### config.mk
export PLATFORM = sky130hd
export DESIGN_NAME = antSwitchSeq
export DESIGN_NICKNAME = d
export VERILOG_FILES = /design/src/rtl/antSeqPkg.sv /design/src/rtl/antSeqCtrl.sv /design/src/rtl/antSeqData.sv /design/src/rtl/antSwitchSeq.sv
export SDC_FILE = /design/constraint.sdc
export NUM_CORES = 1
export LEC_CHECK = 0
export ABC_AREA = 1
export BUFFER_PORTS_ARGS = -buffer_cell sky130_fd_sc_hd__buf_2
export CORE_ASPECT_RATIO = 1.25
export CORE_UTILIZATION = 60
export CTS_CLUSTER_DIAMETER = 60
export DETAILED_ROUTE_END_ITERATION = 12
export PLACE_DENSITY = 0.85
export SLEW_MARGIN = 20
export SYNTH_ARGS = -nofsm -noshare
export SYNTH_HDL_FRONTEND = slang
export SYNTH_SLANG_ARGS = --single-unit
### constraint.sdc
create_clock -name clk -period 3.7 [get_ports clk]
set_input_delay 0.185 -clock clk [delete_from_list [all_inputs] [get_ports clk]]
set_output_delay 0.185 -clock clk [all_outputs]
set_load 0.02 [all_outputs]
### src/rtl/antSeqPkg.sv
package antSeqPkg;
  typedef enum logic [1:0] {
    PH_IDLE   = 2'd0,
    PH_GUARD  = 2'd1,
    PH_REF    = 2'd2,
    PH_SWITCH = 2'd3
  } phase_e;

  // Strobes from control to datapath
  typedef struct packed {
    logic swLoad;  // entering switch phase: point at first switch entry
    logic swStep;  // end of a switch slot: advance to next entry
  } seqCmd_t;

  localparam int MIN_PATTERNS   = 3;
  localparam int FIRST_SW_ENTRY = 2;
  localparam int PAT_W          = 8;
endpackage

### src/rtl/antSeqCtrl.sv
module antSeqCtrl
  import antSeqPkg::*;
#(
  parameter int SLOT_W = 8
) (
  input  logic              clk,
  input  logic              rst,
  input  logic              clr,
  input  logic              start,
  input  logic              halfTick,
  input  logic              enough,
  input  logic [SLOT_W-1:0] guardSlots,
  input  logic [SLOT_W-1:0] refSlots,
  input  logic [SLOT_W-1:0] switchSlots,
  output phase_e            phase,
  output logic              sampleStb,
  output logic              cfgErr,
  output seqCmd_t           cmd
);
  logic [SLOT_W-1:0] slotCnt;
  logic [SLOT_W-1:0] slotLimit;
  logic              secondHalf;
  logic              slotEnd;
  logic              lastSlot;
  phase_e            phaseNext;

  always_comb begin
    case (phase)
      PH_GUARD:  begin slotLimit = guardSlots;  phaseNext = PH_REF;    end
      PH_REF:    begin slotLimit = refSlots;    phaseNext = PH_SWITCH; end
      PH_SWITCH: begin slotLimit = switchSlots; phaseNext = PH_IDLE;   end
      default:   begin slotLimit = '0;          phaseNext = PH_GUARD;  end
    endcase
  end

  assign slotEnd    = halfTick && secondHalf && (phase != PH_IDLE);
  assign lastSlot   = (slotCnt == slotLimit - SLOT_W'(1));
  assign sampleStb  = halfTick && !secondHalf && (phase == PH_REF || phase == PH_SWITCH);
  assign cmd.swLoad = slotEnd && lastSlot && (phase == PH_REF);
  assign cmd.swStep = slotEnd && (phase == PH_SWITCH);

  always_ff @(posedge clk) begin
    if (rst || clr) begin
      phase      <= PH_IDLE;
      slotCnt    <= '0;
      secondHalf <= 1'b0;
      cfgErr     <= 1'b0;
    end else if (phase == PH_IDLE) begin
      if (start) begin
        if (enough) begin
          phase      <= phaseNext;
          slotCnt    <= '0;
          secondHalf <= 1'b0;
        end else begin
          cfgErr <= 1'b1;
        end
      end
    end else if (halfTick) begin
      secondHalf <= !secondHalf;
      if (secondHalf) begin
        if (lastSlot) begin
          slotCnt <= '0;
          phase   <= phaseNext;
        end else begin
          slotCnt <= slotCnt + SLOT_W'(1);
        end
      end
    end
  end


  phase_seq_chk: assert property (@(posedge clk) disable iff (rst)
    (phase != $past(phase)) && !$past(clr) && !$past(rst)
      |-> (2'(phase) == 2'($past(phase)) + 2'd1));


  cfg_err_chk: assert property (@(posedge clk) disable iff (rst)
    start && !clr && (phase == PH_IDLE) && !enough |=> cfgErr && (phase == PH_IDLE));


  strobe_gap_chk: assert property (@(posedge clk) disable iff (rst)
    sampleStb |=> !sampleStb);
endmodule

### src/rtl/antSeqData.sv
module antSeqData
  import antSeqPkg::*;
#(
  parameter int NUM_OUTS = 4,
  parameter int DEPTH    = 40,
  localparam int CW = $clog2(DEPTH + 1),
  localparam int IW = $clog2(DEPTH)
) (
  input  logic                clk,
  input  logic                rst,
  input  logic                clr,
  input  logic                wrEn,
  input  logic [PAT_W-1:0]    wrData,
  input  phase_e              phase,
  input  seqCmd_t             cmd,
  output logic [NUM_OUTS-1:0] antSel,
  output logic                enough,
  output logic                wrReject
);
  localparam logic [PAT_W-1:0] OUT_MASK = PAT_W'((1 << NUM_OUTS) - 1);

  logic [PAT_W-1:0] memQ [DEPTH];
  logic [CW-1:0]    wrCount;
  logic [IW-1:0]    swIdx;
  logic [IW-1:0]    readIdx;
  logic             inRange;
  logic             hasRoom;
  logic             accept;

  assign inRange = (wrData & ~OUT_MASK) == '0;
  assign hasRoom = wrCount < CW'(DEPTH);
  assign accept  = wrEn && inRange && hasRoom;
  assign enough  = wrCount >= CW'(MIN_PATTERNS);

  always_ff @(posedge clk) begin
    if (rst || clr) begin
      for (int e = 0; e < DEPTH; e++) memQ[e] <= '0;
      wrCount  <= '0;
      wrReject <= 1'b0;
      swIdx    <= IW'(FIRST_SW_ENTRY);
    end else begin
      if (wrEn) begin
        if (accept) begin
          memQ[wrCount[IW-1:0]] <= wrData;
          wrCount <= wrCount + CW'(1);
        end else begin
          wrReject <= 1'b1;
        end
      end
      if (cmd.swLoad) begin
        swIdx <= IW'(FIRST_SW_ENTRY);
      end else if (cmd.swStep) begin
        swIdx <= (CW'(swIdx) == wrCount - CW'(1)) ? IW'(FIRST_SW_ENTRY) : swIdx + IW'(1);
      end
    end
  end

  always_comb begin
    case (phase)
      PH_GUARD, PH_REF: readIdx = IW'(1);
      PH_SWITCH:        readIdx = swIdx;
      default:          readIdx = '0;
    endcase
  end

  assign antSel = memQ[readIdx][NUM_OUTS-1:0];


  sw_range_chk: assert property (@(posedge clk) disable iff (rst)
    (phase == PH_SWITCH) |-> (swIdx >= IW'(FIRST_SW_ENTRY)) && (CW'(swIdx) < wrCount));


  mem_cap_chk: assert property (@(posedge clk) disable iff (rst)
    wrCount <= CW'(DEPTH));


  full_drop_chk: assert property (@(posedge clk) disable iff (rst)
    wrEn && !hasRoom && !clr |=> wrReject && (wrCount == $past(wrCount)));


  clear_chk: assert property (@(posedge clk) disable iff (rst)
    clr |=> (wrCount == '0) && !wrReject);
endmodule

### src/rtl/antSwitchSeq.sv
module antSwitchSeq
  import antSeqPkg::*;
#(
  parameter int NUM_OUTS = 4,
  parameter int DEPTH    = 40,
  parameter int SLOT_W   = 8
) (
  input  logic                clk,
  input  logic                rst,
  input  logic                patWrEn,
  input  logic [7:0]          patWrData,
  input  logic                patClear,
  input  logic                toneStart,
  input  logic                halfTick,
  input  logic [SLOT_W-1:0]   guardSlots,
  input  logic [SLOT_W-1:0]   refSlots,
  input  logic [SLOT_W-1:0]   switchSlots,
  output logic [NUM_OUTS-1:0] antSel,
  output logic [1:0]          phase,
  output logic                sampleStb,
  output logic                cfgErr,
  output logic                wrReject
);
  phase_e  phaseQ;
  seqCmd_t cmd;
  logic    enough;

  antSeqCtrl #(.SLOT_W(SLOT_W)) u_ctrl (
    .clk(clk), .rst(rst), .clr(patClear), .start(toneStart), .halfTick(halfTick),
    .enough(enough), .guardSlots(guardSlots), .refSlots(refSlots),
    .switchSlots(switchSlots), .phase(phaseQ), .sampleStb(sampleStb),
    .cfgErr(cfgErr), .cmd(cmd)
  );

  antSeqData #(.NUM_OUTS(NUM_OUTS), .DEPTH(DEPTH)) u_data (
    .clk(clk), .rst(rst), .clr(patClear), .wrEn(patWrEn), .wrData(patWrData),
    .phase(phaseQ), .cmd(cmd), .antSel(antSel), .enough(enough),
    .wrReject(wrReject)
  );

  assign phase = phaseQ;
endmodule

Word level (Yosys, flattened, before mapping):

Memory sizes are Yosys's and may differ from the RTL's.
Index checks and enable logic that the tools add are counted.

* add/sub/neg operators: 5
* magnitude comparators: 2
* equality and inequality tests: 7
* mux-type cells: 29
* bitwise gates (word level): 2
* reduce and logical (&&, ||, !) cells: 27

Operators by type and width (count)
* two-way mux 8 bit: 7
* case mux 8 bit (3 select lines): 1
* adder 6 x 1 -> 6 bit, second input constant: 2
* two-way mux 2 bit: 6
* two-way mux 6 bit: 2
* case mux 6 bit (2 select lines): 1
* two-way mux 1 bit: 11
* logical AND 1 bit: 9
* adder 8 x 1 -> 8 bit, second input constant: 1
* == test 8 bit: 1
* logical NOT 8 bit: 1
* nonzero test 2 bit: 4
* OR reduction 8 bit: 1
* subtractor 8 x 1 -> 8 bit, second input constant: 1
* == test 6 bit: 1
* >= comparator 6 x 2 -> 1 bit, second input constant: 1
* < comparator 6 bit, second input constant: 1
* case mux 2 bit (3 select lines): 1
* AND reduction 3 bit: 2
* subtractor 6 x 1 -> 6 bit, second input constant: 1
* AND reduction 5 bit: 1
* == test 2 bit, second input constant: 2
* inequality test 2 bit, second input constant: 2
* AND reduction 2 bit: 2
* 7 further kinds: 10

* flip-flop bits (word level): 25
* bits in writable memories: 320
* output and inout port bits: 9
* memories: 1

Memory list
* u_data.memQ: words 40, width 8, rd ports 1, clocked after memory_dff 0, write ports 40, RTL line antSeqData.sv:22 `logic [PAT_W-1:0] memQ [DEPTH];`

Depth between registers and ports, before layout:

* depth after elaboration: 9
* depth in mapped cells: 19

By module:

A second synthesis with hierarchy kept.

* cells, all modules: 1597
* area, all modules: 14595.2 um^2

By module, submodules not included
* antSeqData: times used 1, cells an instance 1396, area an instance 13296.5 um^2, seq. area each 7947.6 um^2
* antSeqCtrl: times used 1, cells an instance 201, area an instance 1298.7 um^2, seq. area each 240.2 um^2

Least setup slack after synthesis:

Ideal clock, no wire load.

* kind: reg-to-output
* from: register u_ctrl.phase[0]
* to: output antSel[0]
* arrival: 2.143 ns
* required time: 3.515 ns
* slack: 1.372 ns
* cell stages (with the launch flop): 14
* buffers on the path: 2
* cells stage by stage: dfxtp_1 > inv_1 > ha_1 > inv_2 > buf_6 > nand3_1 > inv_2 > clkbuf_1 > o21ai_0 > o211ai_1 > nand3_1 > nand3_1 > nand3_1 > nand2_1

* cells in the longest elaborated chain, start to end: 4
* elaborated cells between the ends (all ways): 6

RTL lines
* from (decl): RTL line antSeqCtrl.sv:15 `output phase_e phase,`
* from (signal assigned): RTL line antSeqCtrl.sv:51 `phase <= phaseNext;`
* from (signal assigned): RTL line antSeqCtrl.sv:63 `phase <= phaseNext;`
* == test 2 x 1 -> 1 bit / == test 2 bit (equally long branches): RTL line antSeqData.sv:59 `case (phase)`
* OR reduction 2 bit: RTL line antSeqData.sv:59
* case mux 6 bit (2 select lines) *: RTL line antSeqData.sv:59
* memory read (40 x 8 bit) *
* to (decl): RTL line antSwitchSeq.sv:18 `output logic [NUM_OUTS-1:0] antSel,`

Every way passes the cells marked *; elsewhere a longest branch is shown, timed or not.

Final worst setup path:

* from: register u_ctrl.phase[0]
* to: output antSel[3]

The elaborated chain is that of the path after synthesis.

==> reports/results.txt <==
Status -> completed
Vias -> 9919
Clock network fraction of design power -> 0.391
# diodes -> 0
Global-route wire length before repair -> 48700 µm
Port bufs -> 46
Post-synth EDFFs -> 256
Compound-Gate Fraction of Synth Area -> 0.102
Critical Setup Path Class -> reg2out
Crit-path most repeated cell -> nand3_1
Largest net degree at the start of global routing -> 129
Max-cap violation count -> 0
Net Switching -> 0.00135 W
Die Y -> 168 µm
Clock Latency Late Sink -> 540 ps
Final worst slack -> 195 ps
Finished Layout Cells -> 1693
PD cells -> 436 nW/µm²
RSZ-0062 raised after global routing -> no
Share of total power in sequential cells -> 0.567
Setup fix buffers added after clock tree synthesis -> 0
Syn-to-layout area delta -> 11.8%
CTS tree -> done
Flops & latches, synth -> 281
DRC Markers -> 0
Power Total -> 0.00647 W
Post-Syn Area per Cell -> 10.4 µm²
Final wirelength -> 30600 µm
H-tree Lvls -> 1
Maximum clock rate -> 285 MHz
Worst path required time -> 3510 ps
Post-Synthesis Cells -> 1281
Buf/Inv on CP -> 3
Post-synthesis cell type count -> 35
Gpl congestion -> 0.855
CP max FO -> 64
DIE WIDTH -> 135 µm
Core region area -> 21600 µm²
Drt pass-1 iters -> 5
Grt total ovfl -> 0
CP peak stage delay -> 470 ps
CP endpoint kind -> primary output
Clock Skew -> 25.4 ps
Vias in the first global route -> 9935
Dpl ws -> 702 ps
Multiplexer share of the synthesized area -> 0
Sequential share of the synthesized area -> 0.617
CTS Sinks -> 281
Placed Instances -> 1642
Slew HR -> 0.315
CTS Root Cell -> clkbuf_16
CP Cell Sequence -> inv_1 -> ha_1 -> a21oi_4 -> buf_6 -> or2_2 -> o211ai_1 -> o211ai_1 -> nand3_1 -> nand3_1 -> nand3_1 -> nand2_1 -> buf_2
Final setup fails -> 0
GRT Total Usage -> 0.275
FFs w/ async S/R, synth -> 0
Ys Warns -> 0
Simple-Gate Fraction of Synth Area -> 0.213
Crit path launch type -> flop
Sw Ratio -> 0.209
Max VDD drop -> 349 µV
Final Core Density -> 0.686
CP arrival -> 3320 ps
Setup total negative slack -> 0 ps
Top_reg_cell synth -> edfxtp_1
Full die area -> 22700 µm²
Vias per cell -> 5.86
Cell Rows -> 60
Slowest CP cell -> buf_6
Share of layout cells above drive strength 1 -> 0.143
Synthesized-area fraction occupied by xor and xnor cells -> 0.0139
Final Hold Viols -> 0
Number of CTS-inserted buffers -> 27
Hold Path Class -> in2reg
Cell family with most CP delay -> buffers and inverters
Initial Util -> 0.613
Post-Synth Adder-Cell Area -> 0.00849
Initial antenna violation count -> 0
Detailed Place HPWL -> 19200 µm
Nets -> 1442
Combinational share of power -> 0.042
Final antenna-violating net count -> 0
Int Pwr -> 0.00512 W
Final min period -> 3510 ps
Netlist Area Pre-Place -> 13300 µm²
First DRT Iteration DRCs -> 1009
Final max-slew violation count -> 0
Largest family of logic cells by synthesized area -> simple AND/OR/NAND/NOR gates
CTS Buffer Depth -> 3
Worst Max-Slew Pin Slew -> 1020 ps
Tcrit/Tclk final -> 0.947
Clk slew on worst S/H paths -> 60 ps
Ports -> 47
Wirelength per Cell -> 18.1 µm
Standby leakage power -> 5.80 nW
==> state kept, by name (all words and copies together), names as in the netlist <==
name / cells
u_data.memQ: 256
u_data.wrReject: 1
u_data.wrCount: 6
u_ctrl.slotCnt: 8
u_data.swIdx: 6
u_ctrl.phase: 2
u_ctrl.cfgErr: 1
u_ctrl.secondHalf: 1
==> per-stage QoR <==
stage | instance area, µm² | hold WS (ps)
final | 14800 | 42.8
after global routing | 14800 | 100
after CTS | 14800 | 30.2
after detailed placement | 14000 | 465
after global placement | 14000 | 433
after floorplan | 13600 | 284
==> routing by layer <==
metal | global-route usage | part of all wire | vias up
li1 | - | - | 4629
met1 | 0.331 | 0.38 | 4751
met2 | 0.502 | 0.52 | 454
met3 | 0.0298 | 0.069 | 85
met4 | 0.104 | 0.031 | 0
met5 | 0 | 0 | -
==> final cells by class <==
class / count / area, µm²
clock inverter: 15 / 95.1
fill: 1596 / 6790
tap: 279 / 349
clock buffer: 33 / 698
inverter: 54 / 208
multi-input combinational: 965 / 4850
sequential: 281 / 8190
timing repair buffer: 66 / 444
==> path summary, 6_finish.rpt <==
check / from / end / slack [ps] / cells after the start
setup / recovery: u_ctrl.phase[0]$_SDFFE_PP0P_ / antSel[3] / 190 / 12
hold reg to reg: u_ctrl.cfgErr$_SDFFE_PP0P_ / u_ctrl.cfgErr$_SDFFE_PP0P_ / 480 / 2
hold / removal: patWrData[6] / u_data.wrCount[1]$_SDFFE_PP0P_ / 40 / 4
setup reg to reg: u_ctrl.phase[1]$_SDFFE_PP0P_ / u_ctrl.slotCnt[6]$_SDFFE_PP0P_ / 860 / 16
==> Yosys cell counts (5+ instances only) <==
cell type | instances | area [µm²]
a21oi_1 | 10 | 50.1
nor2_1 | 251 | 942
inv_1 | 52 | 195
edfxtp_1 | 256 | 7690
buf_2 | 20 | 100
o21ai_0 | 58 | 290
ha_1 | 9 | 113
o211ai_1 | 128 | 961
nand3_1 | 106 | 531
xnor2_1 | 5 | 43.8
nor3_1 | 12 | 60.1
clkbuf_1 | 43 | 161
or2_2 | 80 | 500
buf_6 | 10 | 113
dfxtp_1 | 25 | 500
nand2_1 | 169 | 634
xor2_1 | 16 | 140
==> what timing repair did <==
action	in CTS	in global routing
gates resized for setup	0	5
setup endpoints to repair	0	4
hold endpoints to repair	2	0
hold buffers	2	0
==> tightest hold or removal path: cells and delay by family <==
| family | cells | cell delay [ps] |
|---|---|---|
| AOI/OAI and AO/OA | 2 | 240 |
| buffers and inverters | 1 | 80 |
| and+or+nand+nor | 1 | 40 |
==> layout by cell type, fill, tap and decap left out, types with 3 or more instances in the layout <==
cell type  Yosys  routed
edfxtp_1     256     256
nor2_1       251     251
nand2_1      169     169
o211ai_1     128     128
nand3_1      106     105
conb_1         1      96
or2_2         80      80
o21ai_0       58      58
inv_1         52      46
buf_2         20      46
clkbuf_16      0      28
dfxtp_1       25      25
xor2_1        16      16
buf_4          2      13
nor3_1        12      11
clkinv_1       0      10
a21oi_1       10      10
ha_1           9       8
clkinv_2       0       6
clkbuf_1      43       6
xnor2_1        5       5
nor3_2         3       4
nand4_1        4       4
inv_2          2       3
nor2_2         4       3
nand2_2        3       3
buf_12         0       3
==> kinds of logic (layout without fill, tap and decap cells) <==
logic type,after synthesis,after routing
flops,281,281
fa+ha+maj,9,9
compound gates,201,201
buf+inv,130,168
simple gates,638,638
other cells,1,96
xor+xnor,21,21
==> power by group through the flow <==
| stage | sequential [W] | clock (W) | combinational (W) |
|---|---|---|---|
| 6_report | 0.00367 | 0.00253 | 0.000271 |
| 5_1_grt | 0.00368 | 0.00265 | 0.000301 |
| 4_1_cts | 0.00367 | 0.00255 | 0.000266 |
| 3_5_place_dp | 0.00374 | 0 | 0.000263 |
| 3_3_place_gp | 0.00372 | 0 | 0.000252 |
| 2_1_floorplan | 0.00372 | 0 | 0.000177 |
(Power assumes the default switching activity.)
